`src/rtl/pbus_pkg.sv`:
```
package pbus_pkg;
  localparam int ON_W  = 4;
  localparam int OFF_W = 6;
  localparam int CNT_W = OFF_W;

  typedef struct packed {
    logic [ON_W-1:0]  csOn;
    logic [OFF_W-1:0] csOff;
    logic [ON_W-1:0]  weOn;
    logic [OFF_W-1:0] weOff;
    logic [ON_W-1:0]  reOn;
    logic [OFF_W-1:0] reOff;
    logic [OFF_W-1:0] accTime;
  } strobe_cfg_t;

  typedef struct packed {
    logic             launch;
    logic             inAccess;
    logic             inRead;
    logic             inCmd;
    logic [CNT_W-1:0] tickNum;
    logic             tickEnd;
    logic             lastTick;
  } seq_t;

  function automatic strobe_cfg_t unpackStrobe(input logic [31:0] oo, input logic [31:0] cw);
    strobe_cfg_t c;
    c.csOn    = oo[3:0];
    c.csOff   = oo[9:4];
    c.weOn    = oo[13:10];
    c.weOff   = oo[19:14];
    c.reOn    = oo[23:20];
    c.reOff   = oo[29:24];
    c.accTime = cw[27:22];
    return c;
  endfunction
endpackage

```
`src/rtl/pbus_ctrl.sv`:
```
module pbus_ctrl
  import pbus_pkg::*;
(
  input  logic        clk,
  input  logic        rstN,
  input  logic        startReq,
  input  logic        isRead,
  input  logic        isCmd,
  input  logic        tickDouble,
  input  logic [31:0] onOffWord,
  input  logic [31:0] cycleWord,
  output seq_t        seq,
  output strobe_cfg_t cfgQ,
  output logic        busy
);
  typedef enum logic [1:0] {IDLE, ACCESS, RECOVER} state_t;

  state_t           state;
  logic             prePhase;
  logic             dblQ;
  logic             readQ;
  logic             cmdQ;
  logic [CNT_W-1:0] tickCnt;
  logic [CNT_W-1:0] wrCycQ;
  logic [CNT_W-1:0] rdCycQ;
  logic [CNT_W-1:0] gapQ;
  logic [CNT_W-1:0] endCount;
  logic             launch;
  logic             tickEnd;
  logic             lastTick;
  logic             unusedBits;

  assign unusedBits = ^{onOffWord[31:30], cycleWord[31:28], cycleWord[21:18]};

  assign launch   = (state == IDLE) && startReq;
  assign tickEnd  = (state != IDLE) && (!dblQ || prePhase);
  assign endCount = (state == ACCESS) ? (readQ ? rdCycQ : wrCycQ) : gapQ;
  assign lastTick = tickEnd && (({1'b0, tickCnt} + 7'd1) >= {1'b0, endCount});

  always_ff @(posedge clk) begin
    if (!rstN) begin
      state    <= IDLE;
      prePhase <= 1'b0;
      dblQ     <= 1'b0;
      readQ    <= 1'b0;
      cmdQ     <= 1'b0;
      tickCnt  <= '0;
      wrCycQ   <= '0;
      rdCycQ   <= '0;
      gapQ     <= '0;
      cfgQ     <= '0;
    end else if (launch) begin
      state    <= ACCESS;
      prePhase <= 1'b0;
      tickCnt  <= '0;
      dblQ     <= tickDouble;
      readQ    <= isRead;
      cmdQ     <= isCmd;
      wrCycQ   <= cycleWord[5:0];
      rdCycQ   <= cycleWord[11:6];
      gapQ     <= cycleWord[17:12];
      cfgQ     <= unpackStrobe(onOffWord, cycleWord);
    end else if (state != IDLE) begin
      if (dblQ) prePhase <= ~prePhase;
      if (lastTick) begin
        tickCnt  <= '0;
        prePhase <= 1'b0;
        state    <= (state == ACCESS && gapQ != '0) ? RECOVER : IDLE;
      end else if (tickEnd) begin
        tickCnt <= tickCnt + 1'b1;
      end
    end
  end

  always_comb begin
    seq          = '0;
    seq.launch   = launch;
    seq.inAccess = (state == ACCESS);
    seq.inRead   = readQ;
    seq.inCmd    = cmdQ;
    seq.tickNum  = tickCnt;
    seq.tickEnd  = tickEnd;
    seq.lastTick = lastTick;
  end

  assign busy = (state != IDLE);
endmodule

```
`src/rtl/pbus_datapath.sv`:
```
module pbus_datapath
  import pbus_pkg::*;
#(
  parameter int DATA_W = 16
) (
  input  logic              clk,
  input  logic              rstN,
  input  seq_t              seq,
  input  strobe_cfg_t       cfgQ,
  input  logic              isRead,
  input  logic [DATA_W-1:0] wrData,
  input  logic [DATA_W-1:0] busIn,
  input  logic [2:0]        polVec,
  input  logic              polA0,
  output logic [2:0]        pinVec,
  output logic              a0Out,
  output logic [DATA_W-1:0] busOut,
  output logic              busOe,
  output logic [DATA_W-1:0] rdData,
  output logic              done
);
  localparam int NSTROBE = 3;

  logic [CNT_W-1:0] onV  [NSTROBE];
  logic [CNT_W-1:0] offV [NSTROBE];
  logic             enV  [NSTROBE];
  logic             cmdAct;

  always_comb begin
    onV[0]  = {{(CNT_W-ON_W){1'b0}}, cfgQ.csOn};
    offV[0] = cfgQ.csOff;
    enV[0]  = 1'b1;
    onV[1]  = {{(CNT_W-ON_W){1'b0}}, cfgQ.weOn};
    offV[1] = cfgQ.weOff;
    enV[1]  = !seq.inRead;
    onV[2]  = {{(CNT_W-ON_W){1'b0}}, cfgQ.reOn};
    offV[2] = cfgQ.reOff;
    enV[2]  = seq.inRead;
  end

  for (genvar i = 0; i < NSTROBE; i++) begin : g_strobe
    logic act;
    assign act = seq.inAccess && enV[i] &&
                 (seq.tickNum >= onV[i]) && (seq.tickNum < offV[i]);
    always_ff @(posedge clk) begin
      if (!rstN) pinVec[i] <= 1'b1;
      else       pinVec[i] <= polVec[i] ? act : ~act;
    end
  end

  assign cmdAct = seq.inAccess && seq.inCmd;

  always_ff @(posedge clk) begin
    if (!rstN) begin
      a0Out  <= 1'b1;
      busOe  <= 1'b0;
      busOut <= '0;
      rdData <= '0;
      done   <= 1'b0;
    end else begin
      a0Out <= polA0 ? cmdAct : ~cmdAct;
      busOe <= seq.inAccess && !seq.inRead;
      done  <= seq.inAccess && seq.lastTick;
      if (seq.launch && !isRead) busOut <= wrData;
      if (seq.inAccess && seq.inRead && seq.tickEnd && seq.tickNum == cfgQ.accTime)
        rdData <= busIn;
    end
  end
endmodule

```
`src/rtl/pbus_strobe_gen.sv`:
```
module pbus_strobe_gen
  import pbus_pkg::*;
#(
  parameter int DATA_W = 16
) (
  input  logic              clk,
  input  logic              rstN,
  input  logic              startReq,
  input  logic              isRead,
  input  logic              isCmd,
  input  logic [DATA_W-1:0] wrData,
  input  logic              tickDouble,
  input  logic [31:0]       onOffWord,
  input  logic [31:0]       cycleWord,
  input  logic              polCs,
  input  logic              polWe,
  input  logic              polRe,
  input  logic              polA0,
  input  logic [DATA_W-1:0] busIn,
  output logic              csOut,
  output logic              weOut,
  output logic              reOut,
  output logic              a0Out,
  output logic [DATA_W-1:0] busOut,
  output logic              busOe,
  output logic [DATA_W-1:0] rdData,
  output logic              done,
  output logic              busy
);
  seq_t        seq;
  strobe_cfg_t cfgQ;
  logic [2:0]  pinVec;

  pbus_ctrl u_ctrl (
    .clk(clk), .rstN(rstN), .startReq(startReq), .isRead(isRead), .isCmd(isCmd),
    .tickDouble(tickDouble), .onOffWord(onOffWord), .cycleWord(cycleWord),
    .seq(seq), .cfgQ(cfgQ), .busy(busy)
  );

  pbus_datapath #(.DATA_W(DATA_W)) u_dp (
    .clk(clk), .rstN(rstN), .seq(seq), .cfgQ(cfgQ), .isRead(isRead),
    .wrData(wrData), .busIn(busIn), .polVec({polRe, polWe, polCs}), .polA0(polA0),
    .pinVec(pinVec), .a0Out(a0Out), .busOut(busOut), .busOe(busOe),
    .rdData(rdData), .done(done)
  );

  assign csOut = pinVec[0];
  assign weOut = pinVec[1];
  assign reOut = pinVec[2];
endmodule

```
`config.mk`:
```
export PLATFORM = sky130hd
export DESIGN_NAME = pbus_strobe_gen
export DESIGN_NICKNAME = d
export VERILOG_FILES = /design/src/rtl/pbus_pkg.sv /design/src/rtl/pbus_ctrl.sv /design/src/rtl/pbus_datapath.sv /design/src/rtl/pbus_strobe_gen.sv
export SDC_FILE = /design/constraint.sdc
export NUM_CORES = 1
export LEC_CHECK = 0
export CORE_MARGIN = 3
export CORE_UTILIZATION = 49
export CTS_BUF_LIST = sky130_fd_sc_hd__clkbuf_4
export DETAILED_ROUTE_END_ITERATION = 8
export DONT_BUFFER_PORTS = 1
export PLACE_DENSITY = 0.7
export SKIP_CTS_REPAIR_TIMING = 1
export SLEW_MARGIN = 20
export SYNTH_ARGS = -nofsm -noshare
export SYNTH_HDL_FRONTEND = slang
export SYNTH_SLANG_ARGS = --single-unit
```
`constraint.sdc`:
```
create_clock -name clk -period 4.4 [get_ports clk]
set_input_delay 0.88 -clock clk [delete_from_list [all_inputs] [get_ports clk]]
set_output_delay 0.88 -clock clk [all_outputs]
set_load 0.02 [all_outputs]
```
Word level (Yosys, flattened, before mapping)
Cells that the tools add are included.

Register bits: 104. Output and inout port bits: 39.

Add/subtract/negate cells: 2. Order comparisons: 7. Equality and inequality tests: 2. Multiplexer cells: 14. Bitwise gates (word level): 6. Reductions and logical operators: 33.

Operator list (count): 6-bit two-way mux (4); 6-bit by 4-bit greater-or-equal comparator with 1-bit output (3); 6-bit less-than comparator (3); 1-bit logical AND (17); 2-bit nonzero test (5); 1-bit two-way mux (9); 2-bit AND reduction (4); 6-bit by 1-bit adder with 7-bit output, second input constant (1); 7-bit by 6-bit greater-or-equal comparator with 1-bit output (1); 6-bit by 1-bit adder with 6-bit output, second input constant (1); 6-bit == test (1); 1-bit NOT (6); 6-bit nonzero test (1); 1-bit zero test (3); 2-bit by 1-bit == test with 1-bit output, second input constant (1); 2-bit zero test (1); 2-bit two-way mux (1); 2-bit OR reduction (1); 1-bit logical OR (1).

Depth between registers and ports, before layout
Depth after elaboration: 7. Gate-level depth with buffers: 10. Mapped depth without buffers: 9.

Hierarchy
From an unflattened synthesis, not the netlist that was laid out.

Cell total of the unflattened synthesis: 593. Area total of the unflattened synthesis: 5013.6 µm².

Modules (own cells, without submodules): pbus_ctrl (times used 1, cells an instance 347, area each 2849.0 µm²); pbus_datapath (times used 1, cells an instance 246, area each 2164.6 µm²).

Worst setup path before layout
Ideal clock, no wire load.

Kind: reg2reg. Start point: register u_ctrl.readQ. End point: register u_ctrl.prePhase. Library setup time: 0.091 ns. Data arrival time: 2.307 ns. Path slack: 2.002 ns. Cell stages (with the launch flop): 11. Cells stage by stage: dfxtp_1 > clkbuf_1 > mux2i_1 > nor2_1 > a21oi_1 > ha_1 > a21o_1 > a221o_1 > a41oi_2 > nand2b_1 > a311oi_1.

Word-level cells in the longest chain between the ends: 6. Elaborated cells on any way between the ends: 7. Those cells by class: order compare: 1; mux: 3; reduce/logical: 3.

RTL lines: from (decl) (line pbus_ctrl.sv:21) `logic readQ;`; from (signal assigned) (line pbus_ctrl.sv:57) `readQ <= isRead;`; 6-bit two-way mux (*) (2 in series) (line pbus_ctrl.sv:37) `assign endCount = (state == ACCESS) ? (readQ ? rdCycQ : wrCycQ) : gapQ;`; 7-bit by 6-bit greater-or-equal comparator with 1-bit output (*) (line pbus_ctrl.sv:38) `assign lastTick = tickEnd && (({1'b0, tickCnt} + 7'd1) >= {1'b0, endCount});`; 1-bit logical AND (*) (line pbus_ctrl.sv:38); 2-bit nonzero test (no source line); 2-bit AND reduction (no source line); to (signal assigned) (line pbus_ctrl.sv:64) `if (dblQ) prePhase <= ~prePhase;`; to (decl) (line pbus_ctrl.sv:19) `logic prePhase;`.

Every way passes the cells marked *; elsewhere a longest branch is shown, timed or not. A chain may end at the register's enable or synchronous reset.

Final worst setup path
Start point: register u_ctrl.tickCnt[1]. End point: register u_ctrl.tickCnt[1].

Word-level cells in the longest chain between the ends: 5. Elaborated cells on any way between the ends: 8. Those cells by class: add/sub: 2; order compare: 1; mux: 2; reduce/logical: 3.

RTL lines: from (decl) (line pbus_ctrl.sv:23) `logic [CNT_W-1:0] tickCnt;`; from (signal assigned) (line pbus_ctrl.sv:70) `tickCnt <= tickCnt + 1'b1;`; 6-bit by 1-bit adder with 7-bit output (line pbus_ctrl.sv:38); 7-bit by 6-bit greater-or-equal comparator with 1-bit output (line pbus_ctrl.sv:38); 1-bit logical AND (line pbus_ctrl.sv:38); 2-bit nonzero test (no source line); 2-bit AND reduction (no source line).

Parallel ways exist; a longest one is shown, timed or not. The select of a mux whose other input is x is not followed.

==> results.py <==
metrics = {
    "run_status": {
        "status": "finished, final reports clean",
    },
    "power": {
        "net-switching-power_mw": 0.547,
        "power-per-cell-area_nw_per_um2": 357,
        "power_report.internal_total_mw": 1.30,
        "power.combinational.fraction_pct": 15.5,
        "peakVddDrop_v": 0.000211,
        "cellLeakagePower_nw": 2.04,
        "power.share.sequential_pct": 57.5,
        "portion_of_total_power_attributed_to_the_clock_network_pct": 27.0,
        "switching_share_pct": 29.6,
    },
    "synthesis": {
        "synth.top_cells.by_area": "sky130_fd_sc_hd__dfxtp_1 (42%), sky130_fd_sc_hd__nand2_1 (12%), sky130_fd_sc_hd__ha_1 (8.5%)",
        "synth_cells": 587,
        "netlist.area_leader.share_pct": 41.6,
        "synth_seq_cells": 104,
        "post_synth_mux_area_share_pct": 5.27,
        "yosysSeqAreaShare_pct": 41.6,
        "netlist-cell-type-count": 44,
        "synth-compound-area-share_pct": 16.0,
        "synth_top_family_by_area": "simple AND/OR/NAND/NOR gates",
        "synth-warning-count": 0,
        "synth.top_cells.by_count": "sky130_fd_sc_hd__nand2_1 (163), sky130_fd_sc_hd__dfxtp_1 (104), sky130_fd_sc_hd__a21boi_1 (46)",
        "async_flop_share_pct": 0,
        "synthAdderAreaFrac_pct": 8.50,
        "post_synth_xor_area_fraction_pct": 2.80,
        "mappedNetlistNets": 727,
        "library_cell_occupying_the_most_area_in_the_post_synthesis_netlist": "sky130_fd_sc_hd__dfxtp_1",
        "synth_top_flop_cell": "sky130_fd_sc_hd__dfxtp_1",
        "synth_enable_flop_cells": 0,
        "synth_area_per_cell_um2": 8.53,
        "syn_area_um2": 5010,
        "post_synth_simple_gate_area_pct": 20.1,
        "yosysMostFrequentCell": "sky130_fd_sc_hd__nand2_1",
    },
    "timing": {
        "final-setup-viol-count": 0,
        "worstMarginPinSlew_ps": 683,
        "layout_min_cycle_time_ps": 2850,
        "max_clock_freq_mhz": 351,
        "setup_repair_after_global_routing_missed_its_margin": "false",
        "fin_crit_sh_pct": 64.8,
        "relSlewSlack_pct": 54.4,
        "final_hold_viol_count": 0,
        "totalNegativeSetupSlack_ps": 0,
        "report.final.slew_viol_count": 0,
        "postLayoutSetupSlackWorst_ps": 1550,
        "final.setup_skew_ps": 18.2,
    },
    "floorplan": {
        "floorplan.initialDensity_pct": 50.8,
        "core-area_um2": 9860,
        "die-width_um": 107,
        "io_pins": 145,
        "dieHeight_um": 107,
        "floorplan.rows": 36,
        "die_area_um2": 11500,
    },
    "setup_path": {
        "path_class": "reg -> reg",
        "timing.critical_path.required_ps": 4790,
        "timing.critical_path.to_type": "flip-flop",
        "startpoint_type": "flip-flop",
        "worst_ep_arrival_time_ps": 3240,
        "crit_fanout": 10,
    },
    "finish": {
        "synthToLayoutAreaGrowth_pct": 3.37,
        "post_route_cells_drive_above_1_share_pct": 4.75,
        "fin_nets": 703,
        "fillCellCount": 923,
        "register_area_um2": 2080,
        "multiInputGateArea_um2": 2650,
    },
    "grt": {
        "number_of_global_route_vias_before_repair": 3572,
        "grt_max_degree": 102,
        "gr-total-overflow": 0,
        "grt_first_pass_wirelength_um": 16500,
        "track_usage_pct": 17.9,
        "initial_antenna_violation_count": 1,
    },
    "route": {
        "drt_first_pass_iters": 4,
        "vias_per_cell": 5.23,
        "drt-initial-drc-count": 135,
        "met3RoutedLength_um": 684,
        "routedLengthMet1_um": 4600,
        "finalWirelength_um": 10100,
        "avgRoutedWirePerCell_um": 14.4,
        "route.antenna.remaining_nets": 0,
        "met2_wirelength_um": 4690,
        "route.vias.total": 3672,
        "route.top_layer_used": "met4",
        "route.detailed.drc": 0,
    },
    "clock_tree": {
        "clkLatencyLatePin_ps": 450,
        "cts_tree": "done",
        "cts-root-buf": "sky130_fd_sc_hd__clkbuf_4",
        "htree_num_levels": 3,
        "cts_made_buffers": 9,
        "clk_transition_reported_paths_ps": 150,
        "cts_num_sinks": 104,
        "clock_path_buffers": 2,
    },
    "place": {
        "final_replace_weighted_congestion": 0.781,
        "dpl_worst_slack_ps": 1560,
        "dp.final_hpwl_um": 7190,
        "port_buffers": 0,
    },
    "worst_hold_path": {
        "hp-class": "reg -> reg",
    },
    "flow_run": {
        "max_cap_viol": 0,
    },
}
==> stage by stage <==
stage | hold slack [ps] | power [mW] | instance area (µm²) | utilization (%) | instances
4_1_cts | 459 | 1.88 | 5150 | 52.2 | 700
3_5_place_dp | 447 | 1.37 | 5000 | 50.7 | 684
6_report | 465 | 1.85 | 5180 | 52.5 | 702
5_1_grt | 461 | 1.97 | 5180 | 52.5 | 702
3_3_place_gp | 443 | 1.36 | 5000 | 50.7 | 684
2_1_floorplan | 434 | 1.32 | 5010 | - | 587
==> layer usage <==
metal,global-route usage [%],vias up
li1,-,1898
met1,23.2,1669
met2,29.1,98
met3,4.46,7
met4,5.66,0
met5,0,-
==> path summary, 6_finish.rpt <==
kind	from	end	slack, ps	cells past startpoint
worst max-delay path	u_ctrl.tickCnt[1]	u_ctrl.tickCnt[1]	1550	9
worst min-delay path	u_ctrl.rdCycQ[0]	u_ctrl.rdCycQ[0]	470	2
worst max register to register	u_ctrl.tickCnt[1]	u_ctrl.tickCnt[1]	1550	9
worst min register to register	u_ctrl.rdCycQ[0]	u_ctrl.rdCycQ[0]	470	2
==> placed cells by master (no fill, tap or decap), types with 2 or more instances in the layout <==
master,netlist,layout
sky130_fd_sc_hd__a211oi_1,2,2
sky130_fd_sc_hd__a21boi_1,46,46
sky130_fd_sc_hd__nor2_4,1,2
sky130_fd_sc_hd__xnor2_1,11,11
sky130_fd_sc_hd__a2111oi_0,2,2
sky130_fd_sc_hd__a21oi_1,11,11
sky130_fd_sc_hd__dfxtp_1,104,104
sky130_fd_sc_hd__nor3_1,5,5
sky130_fd_sc_hd__o2111a_1,2,2
sky130_fd_sc_hd__o21bai_1,2,2
sky130_fd_sc_hd__mux2i_1,23,23
sky130_fd_sc_hd__clkbuf_4,0,9
sky130_fd_sc_hd__or3_1,2,2
sky130_fd_sc_hd__inv_1,26,26
sky130_fd_sc_hd__nand2b_1,6,6
sky130_fd_sc_hd__nor2b_1,17,17
sky130_fd_sc_hd__nand2_1,163,163
sky130_fd_sc_hd__nor2_1,21,20
sky130_fd_sc_hd__ha_1,34,34
sky130_fd_sc_hd__a21boi_0,27,27
sky130_fd_sc_hd__mux2_2,3,3
sky130_fd_sc_hd__xor2_1,5,5
sky130_fd_sc_hd__o21ai_0,13,13
sky130_fd_sc_hd__nand3_1,4,4
sky130_fd_sc_hd__inv_6,0,3
sky130_fd_sc_hd__nor3b_1,4,4
==> layout make-up <==
type                            instances  share of cell area (%)
Inverter                               26                    1.89
Antenna cell                            1                  0.0483
Multi-Input combinational cell        420                    51.1
Clock buffer                            9                    1.31
Tap cell                              133                    3.21
Clock inverter                          7                    1.50
Timing Repair Buffer                    2                   0.677
Sequential cell                       104                    40.2
==> cells by family after synthesis <==
group,count (synthesis)
multiplexers,26
flip-flops,104
AND/OR/NAND/NOR,232
AO/OA/AOI/OAI,112
buffers and inverters,63
adder cells (fa/ha/maj),34
XOR/XNOR,16
==> flip-flops by register name (all words and copies together), names as in the netlist <==
name	count
u_ctrl.readQ	1
u_dp.done	1
u_ctrl.wrCycQ	6
u_ctrl.tickCnt	6
u_ctrl.cfgQ	36
u_dp.a0Out	1
u_dp.busOut	16
u_dp.pinVec	3
u_ctrl.cmdQ	1
u_ctrl.dblQ	1
u_dp.rdData	16
u_ctrl.prePhase	1
u_ctrl.rdCycQ	6
u_ctrl.gapQ	6
u_ctrl.state	2
u_dp.busOe	1
==> power by group through the flow <==
stage               logic, mW  registers, mW  clock network [mW]
finish                  0.286           1.06               0.500
global route            0.331           1.07               0.563
CTS                     0.284           1.07               0.528
detailed placement      0.284           1.09                   0
global placement        0.274           1.08                   0
floorplan               0.250           1.07                   0
==> critical path, cell delays in order, from the launching register on <==
cell and delay, ps:
sky130_fd_sc_hd__dfxtp_1 670, sky130_fd_sc_hd__ha_1 320, sky130_fd_sc_hd__nand3_1 130, sky130_fd_sc_hd__xnor2_1 190
sky130_fd_sc_hd__ha_1 350, sky130_fd_sc_hd__a21o_1 170, sky130_fd_sc_hd__a221o_1 350, sky130_fd_sc_hd__a41oi_2 250
sky130_fd_sc_hd__o21bai_1 210, sky130_fd_sc_hd__a21oi_1 150
Note: power is estimated with default switching activity, not from simulation.
